[config.mk]
export PLATFORM = sky130hd
export DESIGN_NAME = rst_supervisor
export DESIGN_NICKNAME = d
export VERILOG_FILES = /design/src/rtl/rsv_pkg.sv /design/src/rtl/rsv_debounce.sv /design/src/rtl/rsv_stretch.sv /design/src/rtl/rsv_fault.sv /design/src/rtl/rsv_follow.sv /design/src/rtl/rst_supervisor.sv
export SDC_FILE = /design/constraint.sdc
export NUM_CORES = 1
export LEC_CHECK = 0
export BUFFER_PORTS_ARGS = -buffer_cell sky130_fd_sc_hd__buf_4
export CELL_PAD_IN_SITES_DETAIL_PLACEMENT = 1
export CELL_PAD_IN_SITES_GLOBAL_PLACEMENT = 2
export CORE_MARGIN = 2
export CORE_UTILIZATION = 29
export DETAILED_ROUTE_END_ITERATION = 16
export HOLD_SLACK_MARGIN = 0.02
export PLACE_DENSITY = 0.79
export SETUP_SLACK_MARGIN = 0.3
export SLEW_MARGIN = 10
export SYNTH_ARGS = -nofsm -noshare
export SYNTH_HDL_FRONTEND = slang
export SYNTH_SLANG_ARGS = --single-unit
[constraint.sdc]
create_clock -name clk -period 1.98 [get_ports clk]
set_input_delay 0.396 -clock clk [delete_from_list [all_inputs] [get_ports clk]]
set_output_delay 0.396 -clock clk [all_outputs]
set_load 0.05 [all_outputs]
[src/rtl/rsv_pkg.sv]
package rsv_pkg;

  // Bit positions inside the fault register
  localparam int unsigned FLT_SUPPLY = 0;
  localparam int unsigned FLT_MANUAL = 1;
  localparam int unsigned FLT_AUX0   = 2;

  // Stretch length for a given select value: base, 4x, 16x, 64x
  function automatic int unsigned stretch_len(input int unsigned base,
                                              input logic [1:0] sel);
    return base << (2 * int'(sel));
  endfunction

endpackage

[src/rtl/rsv_debounce.sv]
module rsv_debounce #(
  parameter int unsigned TICK_DIV = 4,
  parameter int unsigned STABLE   = 16
) (
  input  logic clk,
  input  logic rst,
  input  logic raw_n_i,
  output logic level_n_o
);
  localparam int unsigned TW = (TICK_DIV > 1) ? $clog2(TICK_DIV) : 1;
  localparam int unsigned SW = (STABLE > 1) ? $clog2(STABLE) : 1;
  localparam logic [TW-1:0] TICK_LAST = TW'(TICK_DIV - 1);
  localparam logic [SW-1:0] RUN_LAST  = SW'(STABLE - 1);

  logic [TW-1:0] div_q;
  logic [SW-1:0] run_q;
  logic          acc_q;
  logic          tick;

  assign tick = (div_q == TICK_LAST);

  always_ff @(posedge clk) begin
    if (rst) begin
      div_q <= '0;
    end else if (tick) begin
      div_q <= '0;
    end else begin
      div_q <= div_q + 1'b1;
    end
  end

  always_ff @(posedge clk) begin
    if (rst) begin
      acc_q <= 1'b1;
      run_q <= '0;
    end else if (tick) begin
      if (raw_n_i != acc_q) begin
        if (run_q == RUN_LAST) begin
          acc_q <= raw_n_i;
          run_q <= '0;
        end else begin
          run_q <= run_q + 1'b1;
        end
      end else begin
        run_q <= '0;
      end
    end
  end

  assign level_n_o = acc_q;
endmodule

[src/rtl/rsv_stretch.sv]
module rsv_stretch #(
  parameter int unsigned TBASE = 16
) (
  input  logic       clk,
  input  logic       rst,
  input  logic       cause_i,
  input  logic [1:0] tsel_i,
  output logic       hold_o
);
  localparam int unsigned MAXLEN = TBASE * 64;
  localparam int unsigned CW     = $clog2(MAXLEN + 1);

  logic [CW-1:0] cnt_q;
  logic [CW-1:0] last;
  logic          hold_q;

  always_comb last = CW'(rsv_pkg::stretch_len(TBASE, tsel_i) - 1);

  always_ff @(posedge clk) begin
    if (rst) begin
      cnt_q  <= '0;
      hold_q <= 1'b1;
    end else if (cause_i) begin
      cnt_q  <= '0;
      hold_q <= 1'b1;
    end else if (hold_q) begin
      if (cnt_q >= last) begin
        cnt_q  <= '0;
        hold_q <= 1'b0;
      end else begin
        cnt_q <= cnt_q + 1'b1;
      end
    end
  end

  assign hold_o = hold_q;
endmodule

[src/rtl/rsv_fault.sv]
module rsv_fault #(
  parameter int unsigned NB = 4
) (
  input  logic          clk,
  input  logic          rst,
  input  logic [NB-1:0] set_i,
  input  logic [NB-1:0] clr_i,
  output logic [NB-1:0] fault_o
);
  logic [NB-1:0] f_q;

  for (genvar b = 0; b < NB; b++) begin : g_bit
    always_ff @(posedge clk) begin
      if (rst) begin
        f_q[b] <= 1'b0;
      end else begin
        f_q[b] <= (f_q[b] & ~clr_i[b]) | set_i[b];
      end
    end
  end

  assign fault_o = f_q;
endmodule

[src/rtl/rsv_follow.sv]
module rsv_follow #(
  parameter int unsigned W = 3
) (
  input  logic         clk,
  input  logic [W-1:0] d_i,
  output logic [W-1:0] q_o
);
  logic [W-1:0] q;

  always_ff @(posedge clk) begin
    q <= d_i;
  end

  assign q_o = q;
endmodule

[src/rtl/rst_supervisor.sv]
module rst_supervisor #(
  parameter int unsigned TBASE    = 16,
  parameter int unsigned TICK_DIV = 4,
  parameter int unsigned STABLE   = 16,
  parameter int unsigned N_AUX    = 2
) (
  input  logic             clk,
  input  logic             rst,
  input  logic             supply_ok_i,
  input  logic             mreset_n_i,
  input  logic [N_AUX-1:0] aux_ok_i,
  input  logic [1:0]       tsel_i,
  input  logic [N_AUX+1:0] fault_clr_i,
  output logic             sys_rst_o,
  output logic             sys_rst_n_o,
  output logic             early_low_n_o,
  output logic [N_AUX-1:0] aux_fail_n_o,
  output logic [N_AUX+1:0] fault_o
);
  localparam int unsigned NF = N_AUX + 2;
  localparam int unsigned NW = N_AUX + 1;

  logic          man_n;
  logic          cause;
  logic          hold;
  logic [NF-1:0] set_vec;
  logic [NW-1:0] follow_q;

  rsv_debounce #(.TICK_DIV(TICK_DIV), .STABLE(STABLE)) i_deb (
    .clk      (clk),
    .rst      (rst),
    .raw_n_i  (mreset_n_i),
    .level_n_o(man_n)
  );

  assign cause = ~supply_ok_i | ~man_n;

  rsv_stretch #(.TBASE(TBASE)) i_str (
    .clk    (clk),
    .rst    (rst),
    .cause_i(cause),
    .tsel_i (tsel_i),
    .hold_o (hold)
  );

  assign sys_rst_o   = hold;
  assign sys_rst_n_o = ~hold;

  always_comb begin
    set_vec = '0;
    set_vec[rsv_pkg::FLT_SUPPLY] = ~supply_ok_i;
    set_vec[rsv_pkg::FLT_MANUAL] = ~man_n;
    for (int i = 0; i < int'(N_AUX); i++) begin
      set_vec[rsv_pkg::FLT_AUX0 + i] = ~aux_ok_i[i];
    end
  end

  rsv_fault #(.NB(NF)) i_flt (
    .clk    (clk),
    .rst    (rst),
    .set_i  (set_vec),
    .clr_i  (fault_clr_i),
    .fault_o(fault_o)
  );

  rsv_follow #(.W(NW)) i_fol (
    .clk(clk),
    .d_i({aux_ok_i, supply_ok_i}),
    .q_o(follow_q)
  );

  assign early_low_n_o = follow_q[0];
  assign aux_fail_n_o  = follow_q[NW-1:1];
endmodule

==> impl_results.html <==
<table>
<tr><th>Metric</th><th>Value</th></tr>
<tr><th colspan="2">Outcome</th></tr>
<tr><td>Run status</td><td>completed</td></tr>
<tr><th colspan="2">Cells and area</th></tr>
<tr><td>Footprint of the flip-flops and latches</td><td>531 um2</td></tr>
<tr><td>Non-Filler Instances</td><td>240</td></tr>
<tr><td>Post-layout nets</td><td>209</td></tr>
<tr><td>Final design utilization</td><td>around two fifths</td></tr>
<tr><td>Commonest non-fill, non-tap cells in the layout</td><td>sky130_fd_sc_hd__buf_4, sky130_fd_sc_hd__dfxtp_1, sky130_fd_sc_hd__nand2_1</td></tr>
<tr><td>Most common cell after layout, fill and taps aside</td><td>sky130_fd_sc_hd__buf_4</td></tr>
<tr><td>Filler Cells Inserted</td><td>roughly 520</td></tr>
<tr><td>Multi-input combinational cell area</td><td>between 800 and 900 um2</td></tr>
<tr><td>Fraction of final layout cells with drive strength greater than 1</td><td>between 20% and 30%</td></tr>
<tr><td>Signed area change from the synthesized netlist to the final layout</td><td>33.1%</td></tr>
<tr><td>Antenna fix cells</td><td>0</td></tr>
<tr><th colspan="2">Hold path</th></tr>
<tr><td>Min-Delay Startpoint</td><td>aux_ok_i[0]</td></tr>
<tr><td>Hold crit path type</td><td>in2reg</td></tr>
<tr><th colspan="2">Logic synthesis</th></tr>
<tr><td>Xor/xnor share of the synthesized area</td><td>less than 1%</td></tr>
<tr><td>Number of distinct library cell variants in the gate-level netlist after synthesis</td><td>34</td></tr>
<tr><td>Sequential cell area fraction in the yosys report</td><td>approximately two fifths</td></tr>
<tr><td>Post-synth design cell area</td><td>~1300 um2</td></tr>
<tr><td>Post-Synthesis Cells</td><td>157</td></tr>
<tr><td>Synthesis-stage register bit count</td><td>26</td></tr>
<tr><td>Synth Net Count</td><td>between 150 and 200</td></tr>
<tr><td>Number of warning messages in the yosys log</td><td>0</td></tr>
<tr><td>Number of synthesized flops with an enable pin</td><td>0</td></tr>
<tr><td>Dominant combinational cell family by area after synthesis</td><td>simple AND/OR/NAND/NOR gates</td></tr>
<tr><td>Adder-cell area share of the yosys netlist</td><td>about 7.6%</td></tr>
<tr><td>Post-synthesis compound-gate area fraction</td><td>15.7%</td></tr>
<tr><td>Mapped Avg Cell Area</td><td>approximately 8.4 um2</td></tr>
<tr><td>Portion of netlist area occupied by mux cells</td><td>under 10%</td></tr>
<tr><td>Async set or reset register ratio after synthesis</td><td>0%</td></tr>
<tr><td>Most used DFF post-synth</td><td>sky130_fd_sc_hd__dfxtp_1</td></tr>
<tr><td>Post-Synth Simple-Gate Area</td><td>approximately 30%</td></tr>
<tr><th colspan="2">Die</th></tr>
<tr><td>DIE WIDTH</td><td>between 70 and 80 um</td></tr>
<tr><td>Number of placement rows</td><td>24</td></tr>
<tr><td>Floorplan Core Area</td><td>between 4000 and 5000 um2</td></tr>
<tr><td>Effective utilization at floorplan</td><td>roughly 30%</td></tr>
<tr><td>I/O pin count</td><td>21</td></tr>
<tr><td>Total die area</td><td>~5000 um2</td></tr>
<tr><td>Vert. Die Dim</td><td>71.5 um</td></tr>
<tr><th colspan="2">Global routing</th></tr>
<tr><td>GR Overflow Total</td><td>0</td></tr>
<tr><td>Via count of the first global-routing pass</td><td>1318</td></tr>
<tr><td>GR Util All Layers</td><td>around 15%</td></tr>
<tr><td>Initial antenna violation count</td><td>0</td></tr>
<tr><td>Wire length of the first global-routing pass</td><td>a little over 6 mm</td></tr>
<tr><td>Maximum number of pins on one net before global-route repair</td><td>15</td></tr>
<tr><th colspan="2">STA</th></tr>
<tr><td>Setup skew after layout</td><td>0.00780 ns</td></tr>
<tr><td>Number of setup violations in the final report</td><td>0</td></tr>
<tr><td>Share of the clock period used by the worst path after layout</td><td>about nine tenths</td></tr>
<tr><td>Fmax</td><td>565 MHz</td></tr>
<tr><td>Slew Viols, Final</td><td>0</td></tr>
<tr><td>Worst path setup slack after routing</td><td>0.209 ns</td></tr>
<tr><td>Final Critical Period</td><td>around 1.8 ns</td></tr>
<tr><td>Unrepaired setup endpoints after global routing</td><td>true</td></tr>
<tr><td>Setup total negative slack</td><td>0 ns</td></tr>
<tr><td>Final hold violation count</td><td>0</td></tr>
<tr><th colspan="2">Drt</th></tr>
<tr><td>Total wirelength of the detailed-routed design</td><td>about 3.5 mm</td></tr>
<tr><td>Wire length on met2</td><td>1.79 mm</td></tr>
<tr><td>Antenna-violating nets left</td><td>0</td></tr>
<tr><td>Number of vias in the routed layout</td><td>approximately 1200</td></tr>
<tr><td>Routed len/inst</td><td>about 14 um</td></tr>
<tr><td>Number of violations reported at the end of detailed-routing iteration 0</td><td>27</td></tr>
<tr><td>Met3 Wirelength</td><td>85 um</td></tr>
<tr><td>Number of vias per cell</td><td>just over 5</td></tr>
<tr><td>Highest Signal Layer</td><td>met4</td></tr>
<tr><td>First drt pass iteration count</td><td>4</td></tr>
<tr><td>Detailed-route DRC error count</td><td>0</td></tr>
<tr><td>Met1 WL</td><td>1.56 mm</td></tr>
<tr><th colspan="2">Placed design</th></tr>
<tr><td>GP Congestion</td><td>0.793</td></tr>
<tr><td>Worst setup slack after placement</td><td>-0.0878 ns</td></tr>
<tr><td>Number of port buffers</td><td>20</td></tr>
<tr><td>Post-placement cell count</td><td>between 200 and 250</td></tr>
<tr><td>Placed wire-length estimate</td><td>2.58 mm</td></tr>
<tr><th colspan="2">Clock tree</th></tr>
<tr><td>CTS H-Tree Depth</td><td>1</td></tr>
<tr><td>Clock transition at path regs</td><td>approximately 0.090 ns</td></tr>
<tr><td>Clock latency reported for the late side of the worst-skew pair</td><td>between 0.2 and 0.3 ns</td></tr>
<tr><td>Cell at the root of the clock tree</td><td>sky130_fd_sc_hd__clkbuf_8</td></tr>
<tr><td># hold bufs at CTS</td><td>0</td></tr>
<tr><td>Number of buffers created by CTS</td><td>3</td></tr>
<tr><td>Clock tree from TritonCTS</td><td>built</td></tr>
<tr><td>Largest buffer count on any clock path</td><td>2</td></tr>
<tr><td>CTS Sinks</td><td>26</td></tr>
<tr><th colspan="2">Setup path</th></tr>
<tr><td>Crit. End Element</td><td>register</td></tr>
<tr><td>Worst flop-to-flop path startpoint</td><td>i_str.cnt_q[9]$_SDFFE_PP0P_</td></tr>
<tr><td>Start-to-end type of the worst setup path</td><td>reg2reg</td></tr>
<tr><td>Startpoint type of the worst setup path</td><td>register</td></tr>
<tr><td>Cells along the critical path</td><td>ha_4 -&gt; and2_4 -&gt; a21boi_4 -&gt; a2111oi_4 -&gt; buf_4 -&gt; buf_6 -&gt; nand4b_1 -&gt; a31oi_1</td></tr>
<tr><td>Arrival time of data at the critical path endpoint</td><td>between 1.5 and 2 ns</td></tr>
<tr><td>Critical path required time</td><td>~2.2 ns</td></tr>
<tr><td>Kind of cell adding the most delay to the critical path</td><td>compound AO/OA/AOI/OAI gates</td></tr>
<tr><td>Critical Path Source</td><td>i_str.cnt_q[9]$_SDFFE_PP0P_</td></tr>
<tr><td>Maximum fanout count along the critical path</td><td>6</td></tr>
<tr><td>Crit-path max cell delay</td><td>around 0.37 ns</td></tr>
<tr><td>Buf+Inv Stages, Crit Path</td><td>2</td></tr>
<tr><td>Slowest cell on the critical path</td><td>sky130_fd_sc_hd__dfxtp_4</td></tr>
<tr><th colspan="2">Power</th></tr>
<tr><td>VDD IR-drop max</td><td>approximately 0.43 mV</td></tr>
<tr><td>Leakage power total</td><td>0.000688 uW</td></tr>
<tr><td>Power density over cell area</td><td>569 nW/um2</td></tr>
<tr><th colspan="2">Job</th></tr>
<tr><td>Max-cap violations</td><td>0</td></tr>
</table>
## cells in the mapped netlist (all sizes together) (2+ instances only)
cell type | number | area [um2]
nor2 | 12 | 45.0
nand4b | 2 | 17.5
nand4 | 10 | 62.6
buf | 4 | 25.0
inv | 4 | 15.0
nor3b | 2 | 15.0
o21ai | 3 | 15.0
a21oi | 10 | 53.8
a31oi | 6 | 37.5
nor2b | 2 | 12.5
mux2i | 2 | 20.0
ha | 8 | 100
and3 | 2 | 12.5
nand2b | 5 | 31.3
nor3 | 3 | 15.0
clkbuf | 3 | 11.3
nand3 | 17 | 85.1
o211ai | 2 | 15.0
o31ai | 2 | 15.0
and2 | 4 | 25.0
dfxtp | 26 | 521
nand2 | 19 | 71.3
## worst register-to-register path, delay by kind of cell, from the launching register on
family / cells / cell delay, ns
compound gates: 3 / 0.57
simple gates: 2 / 0.24
flops: 1 / 0.37
buf+inv: 2 / 0.33
fa+ha+maj: 1 / 0.20
## state kept, by name (all words and copies together) (netlist names)
register,count
i_flt.fault_o,4
i_str.cnt_q,11
i_deb.level_n_o,1
i_fol.q_o,3
i_deb.div_q,2
i_str.hold_o,1
i_deb.run_q,4
## routing by layer
layer	vias to the layer above	GRT usage, %
li1	628	-
met1	595	17.2
met2	14	27.6
met3	2	2.53
met4	0	3.14
met5	-	0
## layout make-up
type                    count  area share, %
flip-flops and latches     26           30.1
inverters                   4          0.853
repair buffers             34           14.9
well taps                  52           3.70
multi-input cells         120           47.3
clock buffers               4           3.13
## timing repair
action                     4_1_cts  5_1_grt
cloned                           1        0
resized for setup                8        4
setup endpoints to repair       12       11
setup buffers                    5        1
pin swaps                        7        5
## per-stage QoR
| stage | hold slack [ns] | cell area (um2) | total power (uW) |
|---|---|---|---|
| 2_1_floorplan | 0.404 | 1380 | 627 |
| 3_3_place_gp | 0.414 | 1610 | 668 |
| 3_5_place_dp | 0.434 | 1610 | 674 |
| 4_1_cts | 0.226 | 1740 | 1020 |
| 5_1_grt | 0.230 | 1760 | 1050 |
| 6_report | 0.241 | 1760 | 1000 |
## power breakdown
| group | internal, uW | switching (uW) |
|---|---|---|
| logic | 50.5 | 68.6 |
| clock network | 178 | 162 |
| registers | 535 | 8.07 |
| total | 763 | 239 |
## worst paths after layout
check	endpoint	slack, ns	cells past startpoint
max	i_str.cnt_q[2]$_SDFFE_PP0P_	0.21	8
min	i_fol.q_o[1]$_DFF_P_	0.24	1
max reg2reg	i_str.cnt_q[2]$_SDFFE_PP0P_	0.21	8
min reg2reg	i_deb.div_q[0]$_SDFF_PP0_	0.44	1
## cells by family after synthesis
logic type / count (synthesis)
and+or+nand+nor: 79
AOI/OAI and AO/OA: 28
other: 1
xor gates and xnor gates: 1
muxes: 3
buffers and inverters: 11
DFF: 26
adders and majority gates: 8
Power figures use the tool's default switching activity.
